==> src/rtl/pterm_steer_pkg.sv <==
package pterm_steer_pkg;

  localparam int unsigned ROUTE_W = 2;

  typedef enum logic [ROUTE_W-1:0] {
    RT_OFF  = 2'b00,
    RT_DOWN = 2'b01,
    RT_SAME = 2'b10,
    RT_UP   = 2'b11
  } route_e;

  typedef struct packed {
    logic up;
    logic same;
    logic down;
  } dir_t;

endpackage

==> src/rtl/pterm_steer_dec.sv <==
module pterm_steer_dec
  import pterm_steer_pkg::*;
#(
  parameter int unsigned TERMS   = 4,
  parameter bit          EDGE_LO = 1'b0,
  parameter bit          EDGE_HI = 1'b0
) (
  input  logic               clk,
  input  logic               rst_n,
  input  logic [ROUTE_W-1:0] code_i,
  input  logic [TERMS-1:0]   terms_i,
  output dir_t               sel_o,
  output logic               hit_o,
  output logic               err_o
);

  always_comb begin
    sel_o = '0;
    err_o = 1'b0;
    case (code_i)
      RT_DOWN: begin
        if (EDGE_LO) err_o = 1'b1;
        else         sel_o.down = 1'b1;
      end
      RT_SAME: sel_o.same = 1'b1;
      RT_UP: begin
        if (EDGE_HI) err_o = 1'b1;
        else         sel_o.up = 1'b1;
      end
      default: ;
    endcase
  end

  assign hit_o = |terms_i;

  AST_SINGLE_DEST: assert property (@(posedge clk) disable iff (!rst_n)
    $onehot0(sel_o));

  AST_IDLE_NO_DEST: assert property (@(posedge clk) disable iff (!rst_n)
    (code_i == RT_OFF) |-> (sel_o == '0));

  AST_ERR_NO_DEST: assert property (@(posedge clk) disable iff (!rst_n)
    err_o |-> (sel_o == '0));

endmodule

==> src/rtl/pterm_steer_stage.sv <==
module pterm_steer_stage #(
  parameter int unsigned W = 16
) (
  input  logic         clk,
  input  logic         rst_n,
  input  logic [W-1:0] d_i,
  output logic [W-1:0] q_o
);

  logic [1:0]   rel_sync_q;
  logic         load_en;
  logic         loaded_q;
  logic [W-1:0] data_q;
  logic [W-1:0] data_nxt;

  always_ff @(posedge clk or negedge rst_n) begin
    if (!rst_n) rel_sync_q <= 2'b00;
    else        rel_sync_q <= {rel_sync_q[0], 1'b1};
  end

  assign load_en = rel_sync_q[1];

  always_comb begin
    data_nxt = data_q;
    if (load_en) data_nxt = d_i;
  end

  always_ff @(posedge clk or negedge rst_n) begin
    if (!rst_n) begin
      data_q   <= '0;
      loaded_q <= 1'b0;
    end else begin
      data_q   <= data_nxt;
      loaded_q <= load_en;
    end
  end

  assign q_o = data_q;

  AST_REG_FOLLOW: assert property (@(posedge clk) disable iff (!rst_n)
    loaded_q |-> (q_o == $past(d_i)));

  AST_HOLD_UNTIL_LOAD: assert property (@(posedge clk) disable iff (!rst_n)
    !loaded_q |-> (q_o == '0));

endmodule

==> src/rtl/pterm_steer.sv <==
module pterm_steer
  import pterm_steer_pkg::*;
#(
  parameter int unsigned NUM_MC       = 8,
  parameter int unsigned TERMS_PER_CL = 4,
  parameter bit          REG_OUT      = 1'b0
) (
  input  logic                             clk,
  input  logic                             rst_n,
  input  logic [NUM_MC*TERMS_PER_CL-1:0]   pterm_i,
  input  logic [NUM_MC*ROUTE_W-1:0]        route_i,
  output logic [NUM_MC-1:0]                sop_o,
  output logic [NUM_MC-1:0]                cfg_err_o
);

  localparam int unsigned OUT_W = 2 * NUM_MC;

  dir_t              sel [NUM_MC];
  logic [NUM_MC-1:0] hit;
  logic [NUM_MC-1:0] err_c;
  logic [NUM_MC-1:0] sop_c;

  for (genvar cl = 0; cl < NUM_MC; cl++) begin : g_cluster
    pterm_steer_dec #(
      .TERMS   (TERMS_PER_CL),
      .EDGE_LO (cl == 0),
      .EDGE_HI (cl == NUM_MC - 1)
    ) u_dec (
      .clk     (clk),
      .rst_n   (rst_n),
      .code_i  (route_i[cl*ROUTE_W +: ROUTE_W]),
      .terms_i (pterm_i[cl*TERMS_PER_CL +: TERMS_PER_CL]),
      .sel_o   (sel[cl]),
      .hit_o   (hit[cl]),
      .err_o   (err_c[cl])
    );
  end

  for (genvar mc = 0; mc < NUM_MC; mc++) begin : g_macro
    logic lo_sel, lo_hit;
    logic hi_sel, hi_hit;
    logic fed;

    if (mc > 0) begin : g_lo
      assign lo_sel = sel[mc-1].up;
      assign lo_hit = hit[mc-1];
    end else begin : g_lo_none
      assign lo_sel = 1'b0;
      assign lo_hit = 1'b0;
    end

    if (mc < NUM_MC - 1) begin : g_hi
      assign hi_sel = sel[mc+1].down;
      assign hi_hit = hit[mc+1];
    end else begin : g_hi_none
      assign hi_sel = 1'b0;
      assign hi_hit = 1'b0;
    end

    assign sop_c[mc] = (lo_sel & lo_hit) | (sel[mc].same & hit[mc]) | (hi_sel & hi_hit);
    assign fed       = lo_sel | sel[mc].same | hi_sel;

    AST_IDLE_ZERO: assert property (@(posedge clk) disable iff (!rst_n)
      !fed |-> !sop_c[mc]);

    AST_SOP_HAS_SOURCE: assert property (@(posedge clk) disable iff (!rst_n)
      sop_c[mc] |-> fed);
  end

  if (REG_OUT) begin : g_reg
    logic [OUT_W-1:0] stage_q;
    pterm_steer_stage #(.W(OUT_W)) u_stage (
      .clk   (clk),
      .rst_n (rst_n),
      .d_i   ({err_c, sop_c}),
      .q_o   (stage_q)
    );
    assign sop_o     = stage_q[NUM_MC-1:0];
    assign cfg_err_o = stage_q[OUT_W-1:NUM_MC];
  end else begin : g_comb
    assign sop_o     = sop_c;
    assign cfg_err_o = err_c;
  end

  AST_INTERIOR_NO_ERR: assert property (@(posedge clk) disable iff (!rst_n)
    (err_c & ~{1'b1, {(NUM_MC-2){1'b0}}, 1'b1}) == '0);

endmodule

==> config.mk <==
export PLATFORM = sky130hd
export DESIGN_NAME = pterm_steer
export DESIGN_NICKNAME = d
export VERILOG_FILES = /design/src/rtl/pterm_steer_pkg.sv /design/src/rtl/pterm_steer_dec.sv /design/src/rtl/pterm_steer_stage.sv /design/src/rtl/pterm_steer.sv
export SDC_FILE = /design/constraint.sdc
export NUM_CORES = 1
export LEC_CHECK = 0
export CAP_MARGIN = 15
export CORE_MARGIN = 10
export CORE_UTILIZATION = 25
export DETAILED_ROUTE_END_ITERATION = 16
export GPL_ROUTABILITY_DRIVEN = 0
export PLACE_DENSITY = 0.91
export REMOVE_ABC_BUFFERS = 1
export SYNTH_ARGS = -nofsm -noshare
export SYNTH_HDL_FRONTEND = slang
export SYNTH_HIERARCHICAL = 1
export SYNTH_SLANG_ARGS = --single-unit
==> constraint.sdc <==
create_clock -name vclk -period 4.4
set_clock_uncertainty 0.1 [all_clocks]
set_input_delay 1.1 -clock vclk [all_inputs]
set_output_delay 1.1 -clock vclk [all_outputs]
set_load 0.03 [all_outputs]
==> results of run 1 <==
## worst max-delay path, stage by stage
cell and delay [ns]:
clkdlybuf4s50_1 0.39, or4_1 0.58, a222oi_1 0.35, inv_1 0.08
clkdlybuf4s50_1 0.60
## layer usage
layer,GRT usage,share of wire,up-vias
li1,-,-,300
met1,0.0955,0.34,271
met2,0.165,0.41,55
met3,0.0966,0.25,0
met4,0,0,0
met5,0,0,-
## layout make-up
cell class	count	area [um2]
Timing Repair Buffer	58	583
Fill cell	126	430
Multi-Input combinational cell	46	312
Inverter	6	22.5
Tap cell	15	18.8
## worst paths after layout
kind / slack, ns / to / start / cells after the start
worst min-delay path: 3.07 / sop_o[2] / route_i[4] / 5
worst max-delay path: 0.1 / sop_o[6] / pterm_i[21] / 5
## per-stage QoR
stage | util | instances | worst slack [ns]
finish | 0.685 | 125 | 0.0991
global route | 0.685 | 125 | 0.00506
CTS | 0.683 | 125 | 0.0810
detailed placement | 0.683 | 125 | 0.0905
global placement | 0.683 | 125 | 0.0835
floorplan | - | 52 | 1.02
## report_power, final
group	internal, uW	total (uW)	switching (uW)
Sequential	0	0	0
Combinational	61.2	103	41.7
Clock	0	0	0
## repair_timing
item	CTS	global route
setup endpoints to repair	0	1
resized for setup	0	1
hold buffers	0	0
==> summary.md, run 1 <==
| Metric | Value |
|---|---|
| Die area | `about 3500 um2` |
| Die Wd | `just under 60 um` |
| Largest net degree at the start of global routing | `4` |
| DRT iter0 DRCs | `22` |
| Unrepaired setup endpoints after global routing | `no` |
| Final-report max-slew violation count | `0` |
| N_diodes | `0` |
| Post-DR wirelength/cell | `about 16 um` |
| Total design power | `just over 100 uW` |
| Die height | `approximately 59 um` |
| CP arrival | `3.10 ns` |
| Most common cell after layout, fill and taps aside | `clkdlybuf4s50_1` |
| Share of cells above drive strength 1 | `0.00909` |
| CP Launch Type | `input port` |
| Register Area | `0 um2` |
| Post-Syn Area | `approximately 380 um2` |
| Grt ovf | `0` |
| Num rows | `13` |
| Critical Path RT | `roughly 3.2 ns` |
| IO Port Bufs | `58` |
| Synth Instances | `between 50 and 60` |
| Tcrit/Tclk final | `0.977` |
| Power Density | `between 100 and 150 nW/um2` |
| Most frequent cells in the layout | `57 x clkdlybuf4s50_1, 16 x nor2b_1, 8 x or4_1, 8 x and2_1` |
| Core area | `approximately 1400 um2` |
| Final setup vio count | `0` |
| Total length of routed wires | `between 1500 and 2000 um` |
| Layout area overhead | `147%` |
| Ys Warns | `6` |
| Dpl hpwl | `1900 um` |
| Crit Path Max Fanout | `3` |
| Fin crit period | `4.30 ns` |
| Number of global-route vias before repair | `704` |
| Number of sequential cells | `0` |
| First-pass GRT wire length | `2910 um` |
| Routed Antenna Nets | `0` |
| Total negative setup slack | `0 ns` |
| # IOs | `66` |
| Cell area after placement | `a little over 900 um2` |
| Syn_area_per_cell | `between 6 and 7 um2` |
| Hold WS | `3.07 ns` |
| Total track usage | `0.101` |
| Final #Nets | `162` |
| Setup bufs post-CTS | `0` |
| Pleak | `0.000370 uW` |
| Max VDD drop | `between 0.05 and 0.06 mV` |
| Status | `completed` |
| Final instance area | `roughly 940 um2` |
| Final Hold Fails | `0` |
| CP Class | `input port to output port` |
| Via density | `5.01` |
| TritonRoute pass-1 iters | `4` |
| Number of max-cap violations | `0` |
| DRC Markers | `0` |
| # clk buffers | `0` |
| Vias after detailed routing | `around 630` |
| Initial antenna violation count | `0` |
| Element type at the critical path end | `output port` |
| Peak Freq | `around 0.23 GHz` |
| Min-Delay Path Class | `input port to output port` |
| Initial core utilization | `0.277` |
Note: power is estimated with default switching activity, not from simulation.
==> inputs of run 2 (changes only) <==
Settings changed: SLEW_MARGIN set to 20.
==> results of run 2 <==
Same layout as run 1: the final DEF is identical, and so are final timing and power.
==> inputs of run 3 (changes only) <==
Settings changed: CORE_UTILIZATION 25 to 21, PLACE_DENSITY 0.91 to 0.81.
Clock period 4.4 ns to 3.79 ns, I/O delays scaled along.
==> run 3 against run 2 <==
Effect of this change: utilization decreased by 14 points; combinational power up 13%; die area increased by 12%; critical path depth unchanged; sequential share of layout area unchanged; non-clock buffer count increased by 4; global-route usage up 0.51 points; worst hold slack got worse by 0.44 ns; cell count is 11% higher; wire length up 6.6%; via count up 2.7%; count of clock-buffer cells in the layout stayed put; critical endpoint is now sop_o[0].
==> summary.md, run 3 (synthesis gave the netlist of run 1 again) <==
| Metric | Value |
|---|---|
| Number of sequential cells | `0 (unchanged)` |
| Setup bufs post-CTS | `0 (unchanged)` |
| Die height | `62.5 um (+6.0%)` |
| Dpl hpwl | `2020 um (+6.6%)` |
| Slowest cell on crit path | `or4_1` |
| Via density | `4.63 (-7.6%)` |
| Power Density | `122 nW/um2 (+11%)` |
| Critical Path RT | `2.74 ns (-0.46 ns)` |
| Total length of routed wires | `2120 um (+6.6%)` |
| TritonRoute pass-1 iters | `4 (unchanged)` |
| Fillcell total | `176 (+40%)` |
| N_diodes | `0 (unchanged)` |
| Buf+Inv Stages, Crit Path | `3 (unchanged)` |
| Element type at the critical path end | `output port` |
| Status | `completed` |
| DRT iter0 DRCs | `42 (+91%)` |
| Cell family with most CP delay | `buffers and inverters` |
| Share of cells above drive strength 1 | `0.0965 (+0.0874)` |
| First-pass GRT wire length | `3530 um (+21%)` |
| Final Util | `0.549 (-0.136)` |
| CP Launch Type | `input port` |
| Number of max-cap violations | `0 (unchanged)` |
| DRC Markers | `0 (unchanged)` |
| Die Wd | `62.5 um (+6.0%)` |
| Largest net degree at the start of global routing | `4 (unchanged)` |
| Total track usage | `0.106 (+0.00511)` |
| Final setup vio count | `0 (unchanged)` |
| Worst path cell trace | `clkdlybuf4s50_1 -> or4_1 -> buf_4 -> a22o_2 -> dlygate4sd2_1` |
| Min-Delay Path Class | `input port to output port` |
| Final-report max-slew violation count | `0 (unchanged)` |
| Peak Freq | `0.271 GHz` |
| Unrepaired setup endpoints after global routing | `no` |
| Slowest stage delay, CP | `0.55 ns (-0.05 ns)` |
| # clk buffers | `0 (unchanged)` |
| CP arrival | `2.64 ns (-0.46 ns)` |
| Initial antenna violation count | `0 (unchanged)` |
| Vias after detailed routing | `643 (+2.7%)` |
| Post-DR wirelength/cell | `15.3 um (-4.2%)` |
| Most common cell after layout, fill and taps aside | `clkdlybuf4s50_1` |
| Final Hold Fails | `0 (unchanged)` |
| Core area | `1730 um2 (+26%)` |
| Crit Path Max Fanout | `2 (-1)` |
| Register Area | `0 um2 (unchanged)` |
| Total design power | `116 uW (+13%)` |
| Grt ovf | `0 (unchanged)` |
| Total negative setup slack | `0 ns (unchanged)` |
| Number of global-route vias before repair | `721 (+2.4%)` |
| # IOs | `66 (unchanged)` |
| CP Class | `input port to output port` |
| Final #Nets | `166 (+2.5%)` |
| Die area | `3910 um2 (+12%)` |
| Initial core utilization | `0.220 (-0.0579)` |
| IO Port Bufs | `58 (unchanged)` |
| Num rows | `15 (+2)` |
| Routed Antenna Nets | `0 (unchanged)` |
| Pleak | `0.000385 uW (+4.0%)` |
| Most frequent cells in the layout | `50 x clkdlybuf4s50_1, 16 x nor2b_1, 8 x or4_1, 8 x and2_1` |
| Fin crit period | `between 3 and 4 ns` |
| Tcrit/Tclk final | `0.973` |
| Cts hold-fix bufs | `0 (unchanged)` |
| Max VDD drop | `0.0501 mV (-0.86%)` |
| Layout area overhead | `150%` |
==> run 3: cell types whose count changed in the layout (fill, tap and decap cells not counted), sizes merged <==
cell           previous run  this run
clkdlybuf4s50            57        50
buf                       0         6
clkbuf                    0         4
dlygate4sd2               0         2
dlymetal6s2s              1         0
==> run 3: worst paths after layout <==
check | from | endpoint | slack (ns) | cells after the start
min | route_i[10] | sop_o[5] | 2.64 | 5
max | pterm_i[5] | sop_o[0] | 0.10 | 5
==> run 3: layout make-up <==
class | count | area (um2) | area share
Inverter | 6 | 22.5 | 0.0237
Multi-Input combinational cell | 46 | 312 | 0.328
Tap cell | 25 | 31.3 | 0.0330
Timing Repair Buffer | 62 | 583 | 0.615
==> run 3: through the flow <==
step | instances | setup slack [ns] | area [um2] | hold WS [ns]
6_report | 139 | 0.101 | 948 | 2.64
5_1_grt | 139 | 0.00464 | 948 | 2.72
4_1_cts | 139 | 0.0118 | 963 | 2.65
3_5_place_dp | 139 | -0.256 | 971 | 2.64
3_3_place_gp | 139 | -0.232 | 971 | 2.62
2_1_floorplan | 52 | 0.714 | 334 | 1.90
==> run 3: report_power, final <==
part	total (uW)	switching, uW	internal [uW]
clock	0	0	0
sequential	0	0	0
combinational	116	49.6	66.3
total	116	49.6	66.3
==> run 3: what timing repair did <==
action / CTS / global route
resized for setup: 6 / 8
pin swaps: 1 / 2
setup endpoints to repair: 6 / 4
endpoints found under the hold margin: 0 / 0
==> run 3: per-layer routing <==
layer  global-route usage  vias up  share of wire
li1                     -      309              -
met1                0.134      273           0.49
met2                0.164       59           0.37
met3               0.0484        2           0.13
met4              0.00838        0         0.0066
met5                    0        -              0
